===== src/rtl/alarm_irq_pkg.sv =====
package alarm_irq_pkg;
  typedef struct packed {
    logic loadSeed;
    logic decCount;
    logic reloadSeed;
    logic setFlag;
    logic clrFlag;
    logic capture;
  } alarmStrobes_t;
endpackage


===== src/rtl/alarm_irq_ctrl.sv =====
module alarm_irq_ctrl
  import alarm_irq_pkg::*;
(
  input  logic          clk,
  input  logic          rstN,
  input  logic          ctlRunEn,
  input  logic          secTick,
  input  logic          flagWe,
  input  logic          flagWrData,
  input  logic          rdLatch,
  input  logic          countIsOne,
  input  logic          countIsZero,
  input  logic          seedIsZero,
  output alarmStrobes_t strobes
);
  logic runEnQ;
  logic loadNow;
  logic tickRun;

  always_ff @(posedge clk) begin
    if (!rstN) runEnQ <= 1'b0;
    else       runEnQ <= ctlRunEn;
  end

  // Enable edge loads the seed; it wins over a tick in the same cycle.
  assign loadNow = ctlRunEn & ~runEnQ;
  assign tickRun = ctlRunEn & ~seedIsZero & secTick & ~loadNow;

  always_comb begin
    strobes.loadSeed   = loadNow;
    strobes.reloadSeed = tickRun & (countIsOne | countIsZero);
    strobes.setFlag    = tickRun & countIsOne;
    strobes.decCount   = tickRun & ~countIsOne & ~countIsZero;
    strobes.clrFlag    = flagWe & ~flagWrData;
    strobes.capture    = rdLatch;
  end
endmodule


===== src/rtl/alarm_irq_datapath.sv =====
module alarm_irq_datapath
  import alarm_irq_pkg::*;
#(
  parameter int CNT_W  = 24,
  parameter int BYTE_W = 8,
  localparam int SLOTS = CNT_W / BYTE_W
) (
  input  logic              clk,
  input  logic              rstN,
  input  logic [SLOTS-1:0]  seedByteWe,
  input  logic [BYTE_W-1:0] seedByteData,
  input  alarmStrobes_t     strobes,
  output logic              countIsOne,
  output logic              countIsZero,
  output logic              seedIsZero,
  output logic              alarmFlag,
  output logic [CNT_W-1:0]  rdValue
);
  logic [CNT_W-1:0] seedReg;
  logic [CNT_W-1:0] countReg;

  for (genvar k = 0; k < SLOTS; k++) begin : g_seedByte
    always_ff @(posedge clk) begin
      if (!rstN)              seedReg[k*BYTE_W +: BYTE_W] <= '0;
      else if (seedByteWe[k]) seedReg[k*BYTE_W +: BYTE_W] <= seedByteData;
    end
  end

  always_ff @(posedge clk) begin
    if (!rstN)                                      countReg <= '0;
    else if (strobes.loadSeed || strobes.reloadSeed) countReg <= seedReg;
    else if (strobes.decCount)                       countReg <= countReg - 1'b1;
  end

  always_ff @(posedge clk) begin
    if (!rstN)                alarmFlag <= 1'b0;
    else if (strobes.setFlag) alarmFlag <= 1'b1;
    else if (strobes.clrFlag) alarmFlag <= 1'b0;
  end

  always_ff @(posedge clk) begin
    if (!rstN)                rdValue <= '0;
    else if (strobes.capture) rdValue <= countReg;
  end

  assign countIsOne  = (countReg == CNT_W'(1));
  assign countIsZero = (countReg == '0);
  assign seedIsZero  = (seedReg == '0);
endmodule


===== src/rtl/alarm_pin_sel.sv =====
module alarm_pin_sel #(
  parameter int NUM_RATES = 4,
  localparam int RATE_W   = $clog2(NUM_RATES)
) (
  input  logic                 ctlIrqMode,
  input  logic                 ctlIrqEn,
  input  logic                 ctlRunEn,
  input  logic                 oscOn,
  input  logic [RATE_W-1:0]    ctlRate,
  input  logic [NUM_RATES-1:0] divTaps,
  input  logic                 alarmFlag,
  output logic                 pinPullLow
);
  logic irqPull;
  logic sqPull;

  assign irqPull = alarmFlag & ctlRunEn & ctlIrqEn;
  assign sqPull  = oscOn & ~divTaps[ctlRate];
  assign pinPullLow = ctlIrqMode ? irqPull : sqPull;
endmodule


===== src/rtl/alarm_irq_unit.sv =====
module alarm_irq_unit
  import alarm_irq_pkg::*;
#(
  parameter int CNT_W     = 24,
  parameter int BYTE_W    = 8,
  parameter int NUM_RATES = 4,
  localparam int SLOTS    = CNT_W / BYTE_W,
  localparam int RATE_W   = $clog2(NUM_RATES)
) (
  input  logic                 clk,
  input  logic                 rstN,
  input  logic [SLOTS-1:0]     seedByteWe,
  input  logic [BYTE_W-1:0]    seedByteData,
  input  logic                 ctlRunEn,
  input  logic                 ctlIrqMode,
  input  logic [RATE_W-1:0]    ctlRate,
  input  logic                 ctlIrqEn,
  input  logic                 oscOn,
  input  logic                 secTick,
  input  logic [NUM_RATES-1:0] divTaps,
  input  logic                 flagWe,
  input  logic                 flagWrData,
  input  logic                 rdLatch,
  output logic                 alarmFlag,
  output logic [CNT_W-1:0]     rdValue,
  output logic                 pinPullLow
);
  alarmStrobes_t strobes;
  logic countIsOne;
  logic countIsZero;
  logic seedIsZero;

  alarm_irq_ctrl u_ctrl (
    .clk(clk), .rstN(rstN), .ctlRunEn(ctlRunEn), .secTick(secTick),
    .flagWe(flagWe), .flagWrData(flagWrData), .rdLatch(rdLatch),
    .countIsOne(countIsOne), .countIsZero(countIsZero),
    .seedIsZero(seedIsZero), .strobes(strobes)
  );

  alarm_irq_datapath #(.CNT_W(CNT_W), .BYTE_W(BYTE_W)) u_dp (
    .clk(clk), .rstN(rstN), .seedByteWe(seedByteWe),
    .seedByteData(seedByteData), .strobes(strobes),
    .countIsOne(countIsOne), .countIsZero(countIsZero),
    .seedIsZero(seedIsZero), .alarmFlag(alarmFlag), .rdValue(rdValue)
  );

  alarm_pin_sel #(.NUM_RATES(NUM_RATES)) u_pin (
    .ctlIrqMode(ctlIrqMode), .ctlIrqEn(ctlIrqEn), .ctlRunEn(ctlRunEn),
    .oscOn(oscOn), .ctlRate(ctlRate), .divTaps(divTaps),
    .alarmFlag(alarmFlag), .pinPullLow(pinPullLow)
  );
endmodule


===== config.mk =====
export PLATFORM = sky130hd
export DESIGN_NAME = alarm_irq_unit
export DESIGN_NICKNAME = d
export VERILOG_FILES = /design/src/rtl/alarm_irq_pkg.sv /design/src/rtl/alarm_irq_ctrl.sv /design/src/rtl/alarm_irq_datapath.sv /design/src/rtl/alarm_pin_sel.sv /design/src/rtl/alarm_irq_unit.sv
export SDC_FILE = /design/constraint.sdc
export NUM_CORES = 1
export LEC_CHECK = 0
export BUFFER_PORTS_ARGS = -buffer_cell sky130_fd_sc_hd__buf_2
export CORE_MARGIN = 4
export CORE_UTILIZATION = 26
export CTS_CLUSTER_SIZE = 30
export DETAILED_ROUTE_END_ITERATION = 7
export SETUP_SLACK_MARGIN = 0.4
export SYNTH_ARGS = -nofsm -noshare
export SYNTH_HDL_FRONTEND = slang
export SYNTH_SLANG_ARGS = --single-unit

===== constraint.sdc =====
create_clock -name clk -period 1.9 [get_ports clk]
set_input_delay 0.38 -clock clk [delete_from_list [all_inputs] [get_ports clk]]
set_output_delay 0.38 -clock clk [all_outputs]
set_load 0.05 [all_outputs]

==> flow_metrics.env <==
export IMPL_skew_ns=0.00622
export IMPL_grt_pass1_wl_um=18200
export IMPL_critPathArrivalTime_ns=2.26
export IMPL_syn2layout_area_growth_pct=48.7
export IMPL_numPortBuffers=52
export IMPL_post_place_ws_ns=-0.158
export IMPL_fill_cells=1334
export IMPL_period_needed_ns=2.03
export IMPL_vias=3423
export IMPL_mostFrequentLayoutCell="buf_4"
export IMPL_power_density_nw_per_um2=1010
export IMPL_fin_nets=560
export IMPL_worstPathRequired_ns=2.12
export IMPL_slew_headroom_pct=68.0
export IMPL_start_kind="register"
export IMPL_dieArea_um2=15400
export IMPL_io_pins=53
export IMPL_yosys_area_top_type_share_pct=42.3
export IMPL_via_per_inst=4.81
export IMPL_rsz0062_at_grt="yes"
export IMPL_setup_ws_ns=-0.131
export IMPL_regToRegSetupSlack_ns=-0.13
export IMPL_hold_violations=0
export IMPL_setup_tns_ns=-1.08
export IMPL_layout_worst_path_cycle_share_pct=107
export IMPL_p_leak_nw=2.35
export IMPL_critical_path_class="register to register"
export IMPL_yosysWarningCount=0
export IMPL_grt_pass1_vias=3481
export IMPL_setup_viol=22
export IMPL_die_y_um=124
export IMPL_ant_nets=0
export IMPL_root_buffer="clkbuf_16"
export IMPL_power_mw=5.25
export IMPL_num_antenna_cells=0
export IMPL_violations="setup timing"
export IMPL_grt_util_all_layers_pct=15.3
export IMPL_drc_errors=0
export IMPL_dp_hpwl_um=8410
export IMPL_slew_viol_final=0
export IMPL_wirelength_um=11300
export IMPL_ys_flop_type="dfxtp_1"
export IMPL_placeableCoreArea_um2=13200
export IMPL_holdWs_ns=0.325
export IMPL_ys_seq_area_share_pct=42.3
export IMPL_max_freq_mhz=492
export IMPL_drt_initial_drc_count=269
export IMPL_layout_cells_non_filler=711
export IMPL_clock_latency_ns=0.33
export IMPL_synth_cell_types=47
export IMPL_synth_cells=395
export IMPL_final_cell_mix="buf_4, dfxtp_1, nor2_1"
export IMPL_routabilityCongestion=0.892
export IMPL_syn_area_um2=3510
export IMPL_cts_tree="yes"
export IMPL_worstMarginPinSlew_ns=0.479
export IMPL_ys_seq_elements=74
export IMPL_firstDrtPassIters=4
export IMPL_yosysTopAreaCell="dfxtp_1"
export IMPL_clk_pin_slew_ns=0.06
export IMPL_crit_fanout=7
export IMPL_antenna_found_initial=0
export IMPL_vdd_ir_drop_max_uv=460
export IMPL_clk_path_buf_depth=2
export IMPL_critical_path_endpoint_type="register"
export IMPL_placed_cells=684
export IMPL_maxCapViolCount=0
export IMPL_grt_ovfl_total=0
export IMPL_numCtsBuffers=9
export IMPL_layout_drive_gt1_share_pct=39.1
export IMPL_cts_sinks=74
export IMPL_ys_async_sr_fraction_pct=0
export IMPL_grt_max_degree=31
export IMPL_initial_core_util_pct=26.5
export IMPL_synth_area_per_cell_um2=8.88
export IMPL_min_path_type="input pin to register"
export IMPL_dieWidth_um=124
export IMPL_synth_edf_count=0
export IMPL_wl_per_cell_um=16.0
export IMPL_placement_rows=42
export IMPL_status="finished, violations left"
export IMPL_synthTopCellsByArea="dfxtp_1, mux2i_1, nor2_1"
export IMPL_synth_nets=425
export IMPL_htreeDepth=3
## power by group
group,switching (mW),leakage [nW],internal (mW)
Clock,0.643,0.169,1.35
Combinational,0.800,1.57,0.688
Sequential,0.0980,0.608,1.67
## critical path, cell delays in order (launching register included)
cell and delay [ns]:
dfxtp_4 0.36, nor4_4 0.29, nand4b_1 0.21, nor4_4 0.39, a21oi_2 0.14, buf_6 0.16, a2bb2oi_2 0.13, o221a_1 0.24
## cell families after synthesis
kind of cell / share of synthesized area, %
AO/OA/AOI/OAI: 12.2
adder cells (fa/ha/maj): 1.07
buffers and inverters: 3.93
flip-flops: 42.3
multiplexers: 17.5
AND/OR/NAND/NOR: 23.1
## layout make-up
cell class	count	area (um^2)	share of cell area, %
sequential	74	1490	28.6
clock buffer	12	256	4.92
tap	176	220	4.22
clock inverter	4	97.6	1.87
timing repair buffer	147	1020	19.5
inverter	7	26.3	0.504
multi-input combinational	291	2100	40.4
## cell usage after synthesis, types with 4 or more instances
cell / n
nor4_1: 15
a21oi_1: 16
buf_1: 5
and2_1: 4
o21ai_1: 4
o21a_1: 4
o21ai_0: 15
nand4_1: 7
or3_1: 5
mux2i_1: 59
nor2b_1: 4
inv_1: 7
nand3_1: 15
o22ai_1: 8
nand2_1: 24
dfxtp_1: 74
clkbuf_1: 13
nor2_1: 67
nor3_1: 8
## flip-flops by register name, indices dropped and copies added, names as in the netlist
| signal | flops |
|---|---|
| u_dp.countReg | 24 |
| u_dp.seedReg | 24 |
| u_dp.rdValue | 24 |
| u_ctrl.runEnQ | 1 |
| u_dp.alarmFlag | 1 |
## layer usage
layer,part of all wire [%],global-route usage (%),vias to the layer above,wire [um]
met3,6.4,3.72,12,729
met2,47,23.9,94,5360
li1,-,-,1693,-
met5,0,0,-,0
met1,45,20.7,1624,5080
met4,1.6,4.86,0,182
## per-stage QoR
| stage | instance area, um^2 | utilization [%] |
|---|---|---|
| after CTS | 5100 | 38.5 |
| after detailed placement | 4590 | 34.6 |
| after global placement | 4590 | 34.6 |
| after global routing | 5210 | 39.4 |
| final | 5210 | 39.4 |
| after floorplan | 3580 | - |
## path summary, 6_finish.rpt
path                                     endpoint  cells past startpoint              start
worst max-delay path            u_dp.countReg[23]                      7  u_dp.countReg[11]
worst min-delay path              u_dp.seedReg[6]                      3    seedByteData[6]
worst max register to register  u_dp.countReg[23]                      7  u_dp.countReg[11]
worst min register to register    u_dp.rdValue[4]                      2    u_dp.rdValue[4]
## repair_timing
| action | CTS | global route |
|---|---|---|
| buffers inserted | 8 | 3 |
| hold buffers | 0 | 0 |
| gates resized for setup | 24 | 22 |
| pin swaps | 13 | 1 |
| endpoints found under the setup margin | 26 | 26 |
Note: power is estimated with default switching activity, not from simulation.
